<file path="src/rtl/bus_join_seq.sv">
module bus_join_seq #(
  parameter int IDLE_CYCLES = 9500
) (
  input  logic clk,
  input  logic rst_n,
  input  logic pwr_ok,
  input  logic en,
  input  logic fault,
  input  logic bp_sda,
  input  logic bp_scl,
  input  logic cd_sda,
  input  logic cd_scl,
  output logic link,
  output logic rdy
);
  localparam int CW = $clog2(IDLE_CYCLES + 1);

  typedef enum logic [1:0] {WAIT_END, ARMED, JOINED} st_t;

  logic [4:0] m1, m2;
  logic       p_sda, p_scl, p_en;
  logic [CW-1:0] idle_cnt;
  logic       fault_seen;
  st_t        st;

  always_ff @(posedge clk or negedge rst_n) begin
    if (!rst_n) begin
      m1 <= 5'b0;
      m2 <= 5'b0;
      p_sda <= 1'b0;
      p_scl <= 1'b0;
      p_en  <= 1'b0;
    end else begin
      m1 <= {en, cd_scl, cd_sda, bp_scl, bp_sda};
      m2 <= m1;
      p_sda <= m2[0];
      p_scl <= m2[1];
      p_en  <= m2[4];
    end
  end

  wire s_sda  = m2[0];
  wire s_scl  = m2[1];
  wire cd_rel = m2[2] & m2[3];
  wire en_s   = m2[4];

  wire gate     = pwr_ok & en_s & ~fault;
  wire bp_edge  = (s_sda ^ p_sda) | (s_scl ^ p_scl);
  wire stop_det = ~p_sda & s_sda & p_scl & s_scl;
  wire idle_hit = (idle_cnt == CW'(IDLE_CYCLES));
  wire force_ev = en_s & ~p_en & fault_seen & pwr_ok & ~fault;

  always_ff @(posedge clk or negedge rst_n) begin
    if (!rst_n)
      idle_cnt <= '0;
    else if (!gate || bp_edge || !(s_sda & s_scl))
      idle_cnt <= '0;
    else if (!idle_hit)
      idle_cnt <= idle_cnt + 1'b1;
  end

  always_ff @(posedge clk or negedge rst_n) begin
    if (!rst_n)
      fault_seen <= 1'b0;
    else if (fault)
      fault_seen <= 1'b1;
    else if (force_ev)
      fault_seen <= 1'b0;
  end

  always_ff @(posedge clk or negedge rst_n) begin
    if (!rst_n)
      st <= WAIT_END;
    else if (force_ev)
      st <= JOINED;
    else if (!gate)
      st <= WAIT_END;
    else begin
      case (st)
        WAIT_END: if (stop_det || idle_hit) st <= ARMED;
        ARMED:    if (cd_rel) st <= JOINED;
        default:  st <= JOINED;
      endcase
    end
  end

  assign link = (st == JOINED);
  assign rdy  = link;


  pwr_off_open_chk: assert property (@(posedge clk) disable iff (!rst_n)
    !pwr_ok |=> !link);


  card_released_chk: assert property (@(posedge clk) disable iff (!rst_n)
    $rose(link) |-> $past(cd_rel || force_ev));


  en_low_open_chk: assert property (@(posedge clk) disable iff (!rst_n)
    !en_s |=> !link);


  fault_open_chk: assert property (@(posedge clk) disable iff (!rst_n)
    fault |=> !link);


  force_join_chk: assert property (@(posedge clk) disable iff (!rst_n)
    force_ev |=> link);


  rdy_track_chk: assert property (@(posedge clk) disable iff (!rst_n)
    rdy == link);
endmodule

</file>
<file path="config.mk">
export PLATFORM = sky130hd
export DESIGN_NAME = bus_join_seq
export DESIGN_NICKNAME = d
export VERILOG_FILES = /design/src/rtl/bus_join_seq.sv
export SDC_FILE = /design/constraint.sdc
export NUM_CORES = 1
export LEC_CHECK = 0
export BUFFER_PORTS_ARGS = -buffer_cell sky130_fd_sc_hd__buf_2
export CAP_MARGIN = 25
export CELL_PAD_IN_SITES_DETAIL_PLACEMENT = 1
export CELL_PAD_IN_SITES_GLOBAL_PLACEMENT = 1
export CORE_UTILIZATION = 30
export CTS_CLUSTER_DIAMETER = 40
export DETAILED_ROUTE_END_ITERATION = 6
export PLACE_DENSITY_LB_ADDON = 0.1
export SLEW_MARGIN = 20
export SYNTH_ARGS = -nofsm -noshare
export SYNTH_HDL_FRONTEND = slang
export SYNTH_SLANG_ARGS = --single-unit
</file>
<file path="constraint.sdc">
create_clock -name clk -period 4.83 [get_ports clk]
set_input_delay 0.966 -clock clk [delete_from_list [all_inputs] [get_ports clk]]
set_output_delay 0.966 -clock clk [all_outputs]
set_load 0.01 [all_outputs]
</file>
==> results of run 1 <==
-- state kept, by name (all words and copies together), names as in the netlist --
name and flops:
fault_seen 1, idle_cnt 14, m1 5, m2 5
p_en 1, p_scl 1, p_sda 1, st 2
-- layout make-up --
| cell class | instances | area (um^2) | share of cell area |
|---|---|---|---|
| multi-input combinational | 70 | 448 | 0.313 |
| tap | 50 | 62.6 | 0.0437 |
| timing repair buffer | 10 | 50.0 | 0.0349 |
| clock buffer | 6 | 82.6 | 0.0576 |
| sequential | 30 | 751 | 0.524 |
| clock inverter | 2 | 12.5 | 0.00873 |
| inverter | 7 | 26.3 | 0.0183 |
-- through the flow --
| stage | instance area [um^2] | power (mW) |
|---|---|---|
| floorplan | 1250 | 0.269 |
| global placement | 1340 | 0.279 |
| detailed placement | 1340 | 0.279 |
| CTS | 1430 | 0.490 |
| global route | 1430 | 0.504 |
| finish | 1430 | 0.482 |
-- cell usage in the layout, fill, tap and decap left out, types with 4 or more instances in the layout --
cell type and count:
buf_2 10, clkbuf_8 6, dfrtp_1 30, inv_1 7, nand2_1 5, nand4_1 5
nor2_1 14, nor3_1 4, o21ai_0 4, xnor2_1 6
-- cells by family (layout without fill, tap and decap cells) --
kind of cell | Yosys count | count (layout)
compound gates | 12 | 12
fa+ha+maj | 3 | 3
flops | 30 | 30
xor+xnor | 8 | 8
simple gates | 46 | 46
mux | 1 | 1
buf+inv | 11 | 25
-- metal layers --
layer  global-route usage  wire length, um  up-vias
li1                     -                -      405
met1                0.171             1150      409
met2                0.199             1070       13
met3               0.0462               76        4
met4               0.0559               36        0
met5                    0                0        -
-- power groups by stage --
stage / sequential (mW) / combinational, mW / clock [mW]
global route: 0.261 / 0.0159 / 0.227
finish: 0.260 / 0.0133 / 0.209
detailed placement: 0.265 / 0.0141 / 0
CTS: 0.260 / 0.0142 / 0.216
floorplan: 0.264 / 0.00465 / 0
global placement: 0.265 / 0.0140 / 0
-- worst max-delay path: stages, from the launching register on --
cell     delay, ps
dfrtp_1        400
nor2b_1        140
buf_2          150
-- path summary, 6_finish.rpt --
check | end | slack (ps) | depth (start not counted)
setup reg to reg | idle_cnt[4]$_DFFE_PN0P_ | 3070 | 6
hold reg to reg | m2[3]$_DFF_PN0_ | 350 | 0
hold / removal | m2[3]$_DFF_PN0_ | 350 | 0
min in group asynchronous | m2[4]$_DFF_PN0_ | 710 | 1
max in group asynchronous | m2[1]$_DFF_PN0_ | 3690 | 1
setup / recovery | rdy | 2890 | 2
-- synthesized netlist by cell type, types with 2 or more instances --
cell type  count  area, um^2
nor2_1        14        52.6
xnor2_1        6        52.6
a21oi_1        3        15.0
dfrtp_1       30         751
o21ai_0        4        20.0
nor3_1         4        20.0
nor2b_1        2        12.5
ha_1           3        37.5
nand2_1        5        18.8
and4_1         3        26.3
clkbuf_1       2        7.51
nand4_1        5        31.3
inv_1          7        26.3
or3_1          2        12.5
xor2_1         2        17.5
a311oi_1       2        17.5
nand3_1        3        15.0
nor3b_1        2        15.0
==> summary.md, run 1 <==
| Metric | Value |
|---|---|
| Status | `complete, no violations` |
| Gr usage total | `0.132` |
| Final Skew | `6.42 ps` |
| Overall die width | `66.6 um` |
| Yosys cell types | `30` |
| Fin. Hold Viols | `0` |
| Pin count of the biggest net entering global routing | `31` |
| Non-filler instance count after layout | `175` |
| Mux cell area share after synthesis | `0.00800` |
| Fill cells | `approximately 450` |
| HP Class | `flip-flop to flip-flop` |
| #FFs+latches synth | `30` |
| Die height | `66.6 um` |
| Post-Synth XOR/XNOR Area | `0.0560` |
| RSZ-0062 raised after global routing | `no` |
| Placed Instances | `167` |
| Worst-path clk slew | `70 ps` |
| Setup repair bufs after CTS | `0` |
| Final GP Congestion | `0.721` |
| Final #Nets | `around 140` |
| Final core occ | `0.358` |
| Post-synth ARST share | `1.00` |
| Synth Area in Adders | `0.0300` |
| Power Internal | `approximately 0.38 mW` |
| Main combinational cell family by area after synthesis | `simple AND/OR/NAND/NOR gates` |
| Crit path required time | `3860 ps` |
| Fin crit share | `0.402` |
| CP Launch Type | `flip-flop` |
| Vias in the first global route | `893` |
| Number of max-cap violations | `0` |
| Final setup fails | `0` |
| Max Fclk | `about 520 MHz` |
| # diodes | `0` |
| Synth warnings | `0` |
| Core Rows | `23` |
| Global-route wire length before repair | `approximately 4300 um` |
| Reg-to-Reg Start | `idle_cnt[0]$_DFFE_PN0P_` |
| Post-synth top flop | `dfrtp_1` |
| CP Capture Type | `primary output` |
| Clk buf depth | `2` |
| Post-Synthesis Cells | `between 100 and 150` |
| Clk pwr share | `0.433` |
| I/O Buffers | `10` |
| Iter 0 DRT Violations | `27` |
| Hold Crit Start | `m1[3]$_DFF_PN0_` |
| Total length of routed wires | `roughly 2300 um` |
| Synth Area in Compound Gates | `0.0620` |
| CTS tree | `built` |
| P&R area growth vs syn | `14.5%` |
| H-tree level count | `2` |
| Vias | `~830` |
| 1st-pass router iterations | `2` |
| Avg Inst Size Synth | `11.3 um^2` |
| Register area share after synthesis | `0.600` |
| Routed Antenna Nets | `0` |
| EDFF count, synth | `0` |
| Sink Count | `30` |
| Min Hold Slack | `between 300 and 400 ps` |
| Layout cells sized above 1 | `0.160` |
| Core Box Area | `~4000 um^2` |
| Critical path startpoint | `st[0]$_DFFE_PN0P_` |
| Leak | `around 0.58 nW` |
| Simple-gate share of the synthesized area | `0.202` |
| WS Path Type | `flip-flop to primary output` |
| Post-synthesis cell area | `approximately 1300 um^2` |
| Setup ws final | `just under 3000 ps` |
| Pwr dens | `337 nW/um^2` |
| Switching Share | `0.219` |
| Remaining Overflow, GRT | `0` |
| Clock buffer count from CTS | `5` |
| Post-Syn Nets | `123` |
| P_sw | `0.105 mW` |
| Die Footprint | `roughly 4400 um^2` |
| Root Buffer Master | `clkbuf_8` |
| Worst slew pin tran | `660 ps` |
| Comb power frac | `0.028` |
| Num ports | `11` |
| Initial antenna violation count | `0` |
| Crit path DAT | `970 ps` |
| Via density | `about 4.7` |
| Resize count post-CTS | `0` |
| Setup TNS | `0 ps` |
| Initial Utilization | `0.313` |
| Avg WL per Cell | `between 10 and 15 um` |
| Final Critical Period | `roughly 1900 ps` |
| DR DRC count | `0` |
| Peak VDD IR | `0.187 mV` |
| Maximum fanout along the worst path | `3` |
| Flop pwr share | `0.539` |
| Hold bufs inserted after CTS | `0` |
| Worst slack at placement | `2630 ps` |
| HPWL after DPL | `1630 um` |
| Normalized max-slew margin | `0.560` |
| Final Max Tran Viols | `0` |
| Worst skew pair latency | `280 ps` |
Note: power is estimated with default switching activity, not from simulation.
==> run 2, diff against run 1 <==
==> constraint.sdc (replaced) <==
create_clock -name clk -period 1.9 [get_ports clk]
set_input_delay 0.38 -clock clk [delete_from_list [all_inputs] [get_ports clk]]
set_output_delay 0.38 -clock clk [all_outputs]
set_load 0.01 [all_outputs]
==> run 2 against run 1 <==
Die area unchanged; critical path depth rose by 4; power grew to 2.8 times the previous value; first-iteration DRC count is 19% lower; count of clock-buffer cells in the layout unchanged; design area increased by 1.2%; utilization increased by 0.44 points; clock skew decreased by 4.5 ps.
==> summary.md, run 2 (synthesis gave the netlist of run 1 again) <==
| Metric | Value |
|---|---|
| Vias | `817 (was 831)` |
| Overall die width | `66.6 um (unchanged)` |
| Fill cells | `457 (was 449)` |
| # diodes | `0 (unchanged)` |
| Switching Share | `0.185 (was 0.219)` |
| Setup repair bufs after CTS | `0 (unchanged)` |
| Final GP Congestion | `0.697 (was 0.721)` |
| Setup ws final | `221 ps (was 2890 ps)` |
| Root Buffer Master | `clkbuf_8 (unchanged)` |
| HP Class | `input pin to asynchronous set/reset pin (was flip-flop to flip-flop)` |
| Leak | `0.585 nW (was 0.575 nW)` |
| Remaining Overflow, GRT | `0 (unchanged)` |
| Sink Count | `30 (unchanged)` |
| Hold bufs inserted after CTS | `0 (unchanged)` |
| Gr usage total | `0.123 (was 0.132)` |
| Design Area, Final | `1450 um^2 (was 1430 um^2)` |
| Worst path cell trace | `inv_1 -> ha_1 -> nor4bb_1 -> and4_1 -> nor2_1 -> a211oi_1 (was nor2b_1 -> buf_2)` |
| Final Max Tran Viols | `0 (unchanged)` |
| Routed Antenna Nets | `0 (unchanged)` |
| Clock buffer count from CTS | `5 (unchanged)` |
| Worst slew pin tran | `681 ps (was 660 ps)` |
| I/O Buffers | `10 (unchanged)` |
| Vias in the first global route | `860 (was 893)` |
| WS Path Type | `flip-flop to flip-flop (was flip-flop to primary output)` |
| Cell family with most CP delay | `simple AND/OR/NAND/NOR gates (was flip-flops)` |
| H-tree level count | `2 (unchanged)` |
| HPWL after DPL | `1550 um (was 1630 um)` |
| Worst skew pair latency | `270 ps (was 280 ps)` |
| P&R area growth vs syn | `15.9% (was 14.5%)` |
| Most flops, register | `idle_cnt (unchanged)` |
| Normalized max-slew margin | `0.546 (was 0.560)` |
| Pin count of the biggest net entering global routing | `31 (unchanged)` |
| Crit path DAT | `1860 ps (was 970 ps)` |
| Initial antenna violation count | `0 (unchanged)` |
| Crit path required time | `2080 ps (was 3860 ps)` |
| Final Skew | `1.94 ps (was 6.42 ps)` |
| Max reg flops | `14 (unchanged)` |
| CP Launch Type | `flip-flop (unchanged)` |
| Power Internal | `1.09 mW (was 0.377 mW)` |
| Core Box Area | `4000 um^2 (unchanged)` |
| Worst reg2reg setup slack | `220 ps (was 3070 ps)` |
| Reg-to-Reg Start | `idle_cnt[0]$_DFFE_PN0P_ (unchanged)` |
| CTS tree | `built (unchanged)` |
| Commonest non-fill, non-tap cell in the layout | `dfrtp_1 (unchanged)` |
| Maximum fanout along the worst path | `8 (was 3)` |
| R2r worst-path depth | `6 (unchanged)` |
| Total length of routed wires | `2190 um (was 2330 um)` |
| Via density | `4.70 (was 4.75)` |
| 1st-pass router iterations | `3 (was 2)` |
| CP peak stage delay | `420 ps (was 400 ps)` |
| Status | `complete, no violations (unchanged)` |
| Global-route wire length before repair | `3950 um (was 4280 um)` |
| DP Area | `1340 um^2 (unchanged)` |
| Iter 0 DRT Violations | `22 (was 27)` |
| Biggest regs | `idle_cnt (14), m1 (5), m2 (5) (unchanged)` |
| Die height | `66.6 um (unchanged)` |
| Worst slack at placement | `188 ps (was 2630 ps)` |
| Worst path slowest cell | `dfrtp_1 (unchanged)` |
| Comb power frac | `0.025 (was 0.028)` |
| P_sw | `0.247 mW (was 0.105 mW)` |
| Worst-path clk slew | `60 ps (was 70 ps)` |
| Clk pwr share | `0.478 (was 0.433)` |
| Leading cell types in the layout, fill and taps excluded | `dfrtp_1 (30), nor2_1 (14), buf_2 (10) (unchanged)` |
| Num ports | `11 (unchanged)` |
| Final Critical Period | `~1700 ps` |
| Resize count post-CTS | `0 (unchanged)` |
| Fin crit share | `0.884` |
| RSZ-0062 raised after global routing | `no (unchanged)` |
| Final setup fails | `0 (unchanged)` |
| Setup TNS | `0 ps (unchanged)` |
| Peak VDD IR | `0.456 mV (was 0.187 mV)` |
| Reg2reg end | `idle_cnt[4]$_DFFE_PN0P_ (unchanged)` |
| Number of max-cap violations | `0 (unchanged)` |
| Die Footprint | `4430 um^2 (unchanged)` |
| Core Rows | `23 (unchanged)` |
| Avg WL per Cell | `12.6 um (was 13.3 um)` |
| DR DRC count | `0 (unchanged)` |
| CP bufs+invs | `1 (unchanged)` |
| Flop pwr share | `0.496 (was 0.539)` |
| Clk buf depth | `2 (unchanged)` |
| CP Capture Type | `flip-flop (was primary output)` |
| Fin. Hold Viols | `0 (unchanged)` |
| Pwr dens | `919 nW/um^2 (was 337 nW/um^2)` |
| Max Fclk | `596 MHz` |
| Final #Nets | `136 (unchanged)` |
| Layout cells sized above 1 | `0.153 (was 0.160)` |
| Initial Utilization | `0.313 (unchanged)` |
run 2: cell count changes in the layout (fill, tap and decap cells not counted):
cell	previous run	this run
clkinvlp_4	1	0
bufinv_16	0	1
clkinv_2	1	0
run 2: layout make-up:
cell class | count | area [um^2] | share of cell area
clock buffer | 6 | 82.6 | 0.0569
clock inverter | 1 | 30.0 | 0.0207
inverter | 7 | 26.3 | 0.0181
multi-input combinational | 70 | 448 | 0.309
sequential | 30 | 751 | 0.518
tap | 50 | 62.6 | 0.0431
timing repair buffer | 10 | 50.0 | 0.0345
run 2: power by group through the flow:
stage | sequential (mW) | combinational, mW | clock, mW
2_1_floorplan | 0.671 | 0.0118 | 0
3_3_place_gp | 0.673 | 0.0350 | 0
3_5_place_dp | 0.673 | 0.0351 | 0
4_1_cts | 0.661 | 0.0352 | 0.664
5_1_grt | 0.663 | 0.0391 | 0.691
6_report | 0.661 | 0.0338 | 0.638
run 2: through the flow:
| step | power, mW | hold WS (ps) | instances | util |
|---|---|---|---|---|
| 3_5_place_dp | 0.708 | 336 | 167 | 0.334 |
| 6_report | 1.33 | 148 | 174 | 0.363 |
| 5_1_grt | 1.39 | 177 | 174 | 0.363 |
| 4_1_cts | 1.36 | 155 | 174 | 0.363 |
| 2_1_floorplan | 0.683 | 84.4 | 111 | - |
| 3_3_place_gp | 0.708 | 331 | 167 | 0.334 |
run 2: how the worst max path moves through the flow:
stage | from | end | depth (start not counted)
2_1_floorplan | idle_cnt[0]$_DFFE_PN0P_ | idle_cnt[5]$_DFFE_PN0P_ | 7
3_3_place_gp | idle_cnt[0]$_DFFE_PN0P_ | idle_cnt[4]$_DFFE_PN0P_ | 6
3_5_place_dp | idle_cnt[0]$_DFFE_PN0P_ | st[0]$_DFFE_PN0P_ | 6
4_1_cts | idle_cnt[0]$_DFFE_PN0P_ | st[0]$_DFFE_PN0P_ | 6
5_1_grt | idle_cnt[0]$_DFFE_PN0P_ | idle_cnt[4]$_DFFE_PN0P_ | 6
6_report | idle_cnt[0]$_DFFE_PN0P_ | idle_cnt[4]$_DFFE_PN0P_ | 6
run 2: worst register-to-register path: cells and delay by family (launching register included):
family | cells | cell delay (ps)
buffers and inverters | 1 | 100
adders and majority gates | 1 | 140
DFF | 1 | 420
AOI/OAI and AO/OA | 1 | 230
and+or+nand+nor | 3 | 680
run 2: metal layers:
layer | GRT usage | wire, um
met2 | 0.179 | 968
met4 | 0.0559 | 37
met3 | 0.0531 | 94
met5 | 0 | 0
met1 | 0.156 | 1090
